<file path="config.mk">
export PLATFORM = sky130hd
export DESIGN_NAME = shutter_timing_ctrl
export DESIGN_NICKNAME = d
export VERILOG_FILES = /design/src/rtl/stc_pkg.sv /design/src/rtl/stc_rst_sync.sv /design/src/rtl/stc_trig_sync.sv /design/src/rtl/stc_seq.sv /design/src/rtl/stc_miss_cnt.sv /design/src/rtl/shutter_timing_ctrl.sv
export SDC_FILE = /design/constraint.sdc
export NUM_CORES = 1
export LEC_CHECK = 0
export ABC_AREA = 1
export BUFFER_PORTS_ARGS = -buffer_cell sky130_fd_sc_hd__buf_4
export CORE_MARGIN = 8
export CORE_UTILIZATION = 43
export DETAILED_ROUTE_END_ITERATION = 12
export GPL_ROUTABILITY_DRIVEN = 0
export REMOVE_ABC_BUFFERS = 1
export SYNTH_ARGS = -nofsm -noshare
export SYNTH_HDL_FRONTEND = slang
export SYNTH_HIERARCHICAL = 1
export SYNTH_SLANG_ARGS = --single-unit
export TNS_END_PERCENT = 30
</file>
<file path="constraint.sdc">
create_clock -name clk_i -period 5.2 [get_ports clk_i]
set_input_delay 1.3 -clock clk_i [delete_from_list [all_inputs] [get_ports clk_i]]
set_output_delay 1.3 -clock clk_i [all_outputs]
set_load 0.05 [all_outputs]
</file>
<file path="src/rtl/stc_pkg.sv">
package stc_pkg;
  typedef enum logic [1:0] {
    ST_IDLE  = 2'd0,
    ST_DELAY = 2'd1,
    ST_OPEN  = 2'd2,
    ST_WAIT  = 2'd3
  } stc_state_e;
endpackage

</file>
<file path="src/rtl/stc_rst_sync.sv">
module stc_rst_sync #(
  parameter int STAGES = 2
) (
  input  logic clk_i,
  input  logic rst_ni,
  output logic rst_no
);
  logic [STAGES-1:0] chain_q;

  always_ff @(posedge clk_i or negedge rst_ni) begin
    if (!rst_ni) chain_q <= '0;
    else         chain_q <= {chain_q[STAGES-2:0], 1'b1};
  end

  assign rst_no = chain_q[STAGES-1];
endmodule

</file>
<file path="src/rtl/stc_trig_sync.sv">
module stc_trig_sync #(
  parameter int STAGES = 2
) (
  input  logic clk_i,
  input  logic rst_ni,
  input  logic trig_i,
  output logic rise_o
);
  logic [STAGES-1:0] sync_q;
  logic              prev_q;

  generate
    for (genvar g = 0; g < STAGES; g++) begin : g_stage
      if (g == 0) begin : g_first
        always_ff @(posedge clk_i or negedge rst_ni) begin
          if (!rst_ni) sync_q[0] <= 1'b0;
          else         sync_q[0] <= trig_i;
        end
      end else begin : g_next
        always_ff @(posedge clk_i or negedge rst_ni) begin
          if (!rst_ni) sync_q[g] <= 1'b0;
          else         sync_q[g] <= sync_q[g-1];
        end
      end
    end
  endgenerate

  always_ff @(posedge clk_i or negedge rst_ni) begin
    if (!rst_ni) prev_q <= 1'b0;
    else         prev_q <= sync_q[STAGES-1];
  end

  assign rise_o = sync_q[STAGES-1] & ~prev_q;
endmodule

</file>
<file path="src/rtl/stc_seq.sv">
module stc_seq
  import stc_pkg::*;
#(
  parameter int CNT_W = 16
) (
  input  logic             clk_i,
  input  logic             rst_ni,
  input  logic             arm_i,
  input  logic             start_i,
  input  logic [CNT_W-1:0] delay_i,
  input  logic [CNT_W-1:0] width_i,
  input  logic             readout_done_i,
  output logic             open_o,
  output logic             busy_o,
  output logic             done_o
);
  localparam logic [CNT_W-1:0] ONE = CNT_W'(1);

  stc_state_e       state_q, state_d;
  logic [CNT_W-1:0] cnt_q, cnt_d;
  logic [CNT_W-1:0] width_q, width_d;
  logic             cnt_en, width_en;

  function automatic logic [CNT_W-1:0] clamp_w(input logic [CNT_W-1:0] w);
    return (w == '0) ? ONE : w;
  endfunction

  always_comb begin
    state_d  = state_q;
    cnt_d    = cnt_q;
    width_d  = width_q;
    cnt_en   = 1'b0;
    width_en = 1'b0;
    unique case (state_q)
      ST_IDLE: begin
        if (arm_i && start_i) begin
          width_d  = width_i;
          width_en = 1'b1;
          cnt_en   = 1'b1;
          if (delay_i == '0) begin
            state_d = ST_OPEN;
            cnt_d   = clamp_w(width_i);
          end else begin
            state_d = ST_DELAY;
            cnt_d   = delay_i;
          end
        end
      end
      ST_DELAY: begin
        cnt_en = 1'b1;
        if (cnt_q == ONE) begin
          state_d = ST_OPEN;
          cnt_d   = clamp_w(width_q);
        end else begin
          cnt_d = cnt_q - ONE;
        end
      end
      ST_OPEN: begin
        cnt_en = 1'b1;
        if (cnt_q == ONE) state_d = ST_WAIT;
        else              cnt_d   = cnt_q - ONE;
      end
      ST_WAIT: begin
        if (readout_done_i) state_d = ST_IDLE;
      end
      default: state_d = ST_IDLE;
    endcase
  end

  always_ff @(posedge clk_i or negedge rst_ni) begin
    if (!rst_ni) state_q <= ST_IDLE;
    else         state_q <= state_d;
  end

  always_ff @(posedge clk_i or negedge rst_ni) begin
    if (!rst_ni)     cnt_q <= '0;
    else if (cnt_en) cnt_q <= cnt_d;
  end

  always_ff @(posedge clk_i or negedge rst_ni) begin
    if (!rst_ni)       width_q <= '0;
    else if (width_en) width_q <= width_d;
  end

  assign open_o = (state_q == ST_OPEN);
  assign busy_o = (state_q != ST_IDLE);
  assign done_o = (state_q == ST_WAIT);
endmodule

</file>
<file path="src/rtl/stc_miss_cnt.sv">
module stc_miss_cnt #(
  parameter int CNT_W = 16
) (
  input  logic             clk_i,
  input  logic             rst_ni,
  input  logic             inc_i,
  output logic [CNT_W-1:0] count_o
);
  localparam logic [CNT_W-1:0] MAXV = {CNT_W{1'b1}};

  logic [CNT_W-1:0] count_q, count_d;
  logic             count_en;

  always_comb begin
    count_en = inc_i && (count_q != MAXV);
    count_d  = count_q + CNT_W'(1);
  end

  always_ff @(posedge clk_i or negedge rst_ni) begin
    if (!rst_ni)       count_q <= '0;
    else if (count_en) count_q <= count_d;
  end

  assign count_o = count_q;
endmodule

</file>
<file path="src/rtl/shutter_timing_ctrl.sv">
module shutter_timing_ctrl #(
  parameter int CNT_W       = 16,
  parameter int SYNC_STAGES = 2,
  parameter int RST_STAGES  = 2
) (
  input  logic             clk_i,
  input  logic             rst_ni,
  input  logic             trig_i,
  input  logic             mode_trig_i,
  input  logic [CNT_W-1:0] delay_i,
  input  logic [CNT_W-1:0] width_i,
  input  logic             sw_shutter_i,
  input  logic             readout_done_i,
  output logic             shutter_o,
  output logic             busy_o,
  output logic             done_o,
  output logic [CNT_W-1:0] missed_o
);
  logic rst_n_int;
  logic trig_rise;
  logic seq_open;
  logic seq_busy;

  stc_rst_sync #(.STAGES(RST_STAGES)) u_rst_sync (
    .clk_i  (clk_i),
    .rst_ni (rst_ni),
    .rst_no (rst_n_int)
  );

  stc_trig_sync #(.STAGES(SYNC_STAGES)) u_trig_sync (
    .clk_i  (clk_i),
    .rst_ni (rst_n_int),
    .trig_i (trig_i),
    .rise_o (trig_rise)
  );

  stc_seq #(.CNT_W(CNT_W)) u_seq (
    .clk_i          (clk_i),
    .rst_ni         (rst_n_int),
    .arm_i          (mode_trig_i),
    .start_i        (trig_rise),
    .delay_i        (delay_i),
    .width_i        (width_i),
    .readout_done_i (readout_done_i),
    .open_o         (seq_open),
    .busy_o         (seq_busy),
    .done_o         (done_o)
  );

  stc_miss_cnt #(.CNT_W(CNT_W)) u_miss (
    .clk_i   (clk_i),
    .rst_ni  (rst_n_int),
    .inc_i   (trig_rise & mode_trig_i & seq_busy),
    .count_o (missed_o)
  );

  assign busy_o    = seq_busy;
  assign shutter_o = mode_trig_i ? seq_open : sw_shutter_i;
endmodule

</file>
# Yosys cells after proc, flatten, opt, wreduce, memory -nomap -nowiden

Index checks and enable logic that the tools add are counted.

Word-level logic and storage cells: 53
Bits of input ports: 38
Flip-flop bits (word level): 55
Output and inout port bits: 19

Eq/ne operators: 10
Muxes and demuxes: 17
Reduce and logical (&&, ||, !) cells: 12
Bitwise logic cells: 4
Add/sub/neg operators: 2

Operator list:

| cell                  | count |
|---|---|
| $mux 16               | 6 |
| $logic_not 16->1      | 3 |
| $pmux 16 s3           | 1 |
| $add 16x1->16 const B | 1 |
| $eq 16x1->1 const B   | 1 |
| $ne 16x16->1 const B  | 1 |
| $sub 16x1->16 const B | 1 |
| $mux 2                | 5 |
| $pmux 2 s4            | 1 |
| $reduce_and 4->1      | 2 |
| $ne 2x1->1 const B    | 3 |
| $eq 2x2->1 const B    | 2 |
| $ne 2x2->1 const B    | 2 |
| $and 1x1->1           | 3 |
| $mux 1                | 3 |
| $reduce_and 3->1      | 1 |
| $reduce_bool 3->1     | 1 |
| $eq 2x1->1 const B    | 1 |
| $logic_and 1x1->1     | 2 |
| $logic_not 2->1       | 1 |
| $pmux 1 s2            | 1 |
| $reduce_bool 2->1     | 1 |
| $reduce_or 2->1       | 1 |
| $not 1->1             | 1 |

# Logic depth before layout (Yosys ltp)

Depth in word-level cells: 6
Gate-level depth with buffers: 13
Gate-level depth less buffers: 13

# Cells and area by module

Netlist, hierarchy kept.

By module, submodules not included:

| module              | area an instance (um2) | instances | cells an instance |
|---|---|---|---|
| stc_seq             | 2528.7                 | 1         | 402 |
| stc_miss_cnt        | 1058.5                 | 1         | 149 |
| stc_trig_sync       | 85.1                   | 1         | 5 |
| stc_rst_sync        | 53.8                   | 1         | 3 |
| shutter_timing_ctrl | 26.3                   | 1         | 7 |

# Worst setup path before layout

No wires, ideal clock.

Path type: input -> output
Start point: input port mode_trig_i
End point: output port shutter_o
Cell stages on the path: 3
Path buffers: 0
Setup slack: 2.197 ns
Data required time: 3.900 ns
Arrival time: 1.703 ns
Path through: inv_1 > nand2_1 > nand2_1

Word-level cells in the longest chain between the ends: 1

RTL lines:

| item            | line                      | text |
|---|---|---|
| start, declared | shutter_timing_ctrl.sv:9  | `input logic mode_trig_i,` |
| $mux 1          | shutter_timing_ctrl.sv:58 | `assign shutter_o = mode_trig_i ? seq_open : sw_shutter_i;` |
| end, declared   | shutter_timing_ctrl.sv:14 | `output logic shutter_o,` |

Every way passes these cells.

# Worst setup path after layout

Same ends and word-level chain as after synthesis.

==> results_dict.tcl <==
set metrics [dict create \
    outcome "complete, no violations" \
    dpl_worst_slack_ps 2100 \
    dpl_cell_area_um2 4240 \
    io_buffers 56 \
    cts_sinks 55 \
    fp.dieArea_um2 12000 \
    die_w_um 109 \
    wl_per_cell_um 14.4 \
    hold_violations 0 \
    postCtsHoldBufs 0 \
    cap_violations 0 \
    leakagePower_nw 2.22 \
    grt_max_degree 54 \
    critPathBufInv 3 \
    end_kind "primary output" \
    antenna_found_initial 0 \
    setup_tns_ps 0 \
    nNetsFinal 665 \
    routed_via_density 5.08 \
    drc 0 \
    power_density_nw_per_um2 505 \
    synthCells 566 \
    rows 34 \
    yosysMostFrequentCell "nand2_1" \
    final_area_um2 4340 \
    finalWorstSetupSlack_ps 2150 \
    synth-async-reset-ratio 1.00 \
    clk_latency_ps 330 \
    start_util 0.437 \
    first_pass_iters 5 \
    fin_crit_ps 3050 \
    ys.flop_type "dfrtp_1" \
    yosysWarnings 6 \
    post-cts-setup-buffers 0 \
    utilization 0.505 \
    final_antenna_net_count 0 \
    num_io_pins 57 \
    setup_viol 0 \
    path_max_fanout 5 \
    synth_cell_types 30 \
    path_clk_slew_ps 110 \
    cts_root_buffer "clkbuf_8" \
    arrival_ps 1750 \
    path_class "in -> out" \
    cts_made_buffers 5 \
    ys_seq_area_frac 0.367 \
    fin_hold_ws_ps 374 \
    synth_area_leaders "dfrtp_1, nand2_1, nand3_1" \
    drtIter0Drc 245 \
    grt_pass1_vias 3675 \
    critPathSlowestCell "buf_4" \
    drv_slew 0 \
    num_vias 3703 \
    synthTopCellsByCount "nand2_1, nor2_1, inv_1" \
    tightest_slew_ps 826 \
    drive_gt1_frac 0.148 \
    place_hpwl_um 8200 \
    hp-class "reg -> reg" \
    synth_edf_count 0 \
    ir_drop_mv 0.234 \
    p_total_mw 2.19 \
    syn_area_um2 3750 \
    wl_um 10500 \
    cts_htree_levels 2 \
    fin_skew_ps 17.1 \
    critical_path.top_delay_family "buffers and inverters" \
    period_share 0.586 \
    grt_usage 0.186 \
    cp-start-kind "input pin" \
    area_growth_pct 15.5 \
    numPlacedInstances 721 \
    grt-ovfl-total 0 \
    cts_tree "yes" \
    die-height_um 109 \
    worstPathRequired_ps 3900 \
    diodes 0 \
    syn_area_per_cell_um2 6.63 \
    finalNonFillerCells 729 \
    max_freq_ghz 0.328 \
    slew_headroom 0.449 \
    slowest_delay_ps 190 \
    core_um2 8590 \
    grt_setup_unrepaired "false" \
    synth_top_area_share 0.367 \
    synth_top_cell_by_area "dfrtp_1" \
    cts.repair.resized 0 \
    grt_pass1_wl_um 17700 \
    path_cells "buf_4, inv_1, nand2_1, nand2_1, buf_4" \
    cts_buffer_depth 2 \
    synth-seq-cells 55 \
]
[area by class of cell]
class | instances | area (µm²)
multi-input cells | 436 | 2050
inverters | 64 | 240
repair buffers | 58 | 435
fillers | 896 | 4260
well taps | 108 | 135
clock buffers | 5 | 68.8
clock inverters | 3 | 26.3
flip-flops and latches | 55 | 1380
[layout by cell type, fill, tap and decap left out, types with 2 or more instances in the layout]
master / count
clkbuf_8: 5
a21o_1: 2
dfrtp_1: 54
buf_4: 58
nand4_1: 10
nor2_2: 7
nand2_1: 208
o21ai_2: 3
xor2_1: 5
nand2_2: 7
nor2_4: 4
nand3b_1: 4
a21oi_1: 13
inv_1: 62
o21ai_0: 33
xnor2_1: 7
o211ai_1: 3
ha_1: 7
nand3_1: 52
inv_6: 2
nor2_1: 66
[flip-flops by register name, indices dropped and copies added, names as in the netlist]
name / count
u_miss/count_o: 16
u_seq/cnt_q: 16
u_trig_sync/prev_q: 1
u_rst_sync/chain_q: 2
u_trig_sync/sync_q: 2
u_seq/state_q: 2
u_seq/width_q: 16
[logic make-up (layout without fill, tap and decap cells)]
family / Yosys count / count (layout) / share of synthesized area
xor+xnor: 12 / 12 / 0.0280
fa+ha+maj: 7 / 7 / 0.0233
other cells: 1 / 1 / 0.000999
flops: 55 / 55 / 0.367
simple gates: 360 / 360 / 0.412
compound gates: 56 / 56 / 0.0827
buf+inv: 75 / 130 / 0.0864
[worst paths after layout]
path / endpoint / slack, ps / startpoint / cells past startpoint
max: shutter_o / 2150 / mode_trig_i / 5
min: u_rst_sync/chain_q[1] / 370 / u_rst_sync/chain_q[0] / 0
max reg2reg: u_seq/cnt_q[14] / 2530 / u_seq/cnt_q[4] / 10
min reg2reg: u_rst_sync/chain_q[1] / 370 / u_rst_sync/chain_q[0] / 0
max in group asynchronous: u_seq/width_q[12] / 4330 / u_rst_sync/chain_q[1] / 1
min in group asynchronous: u_miss/count_o[0] / 390 / u_rst_sync/chain_q[1] / 1
[routing by layer]
metal	up-vias	routed length, µm	global-route usage
met1	1730	4700	0.233
met4	0	145	0.0444
li1	1891	-	-
met3	14	317	0.0275
met2	68	5350	0.329
met5	-	0	0
[where the power goes]
group | total, mW | internal (mW) | switching, mW | leakage, nW
logic | 1.17 | 0.399 | 0.768 | 1.48
registers | 0.770 | 0.586 | 0.184 | 0.686
clock network | 0.254 | 0.0995 | 0.155 | 0.0491
Power figures use the tool's default switching activity.
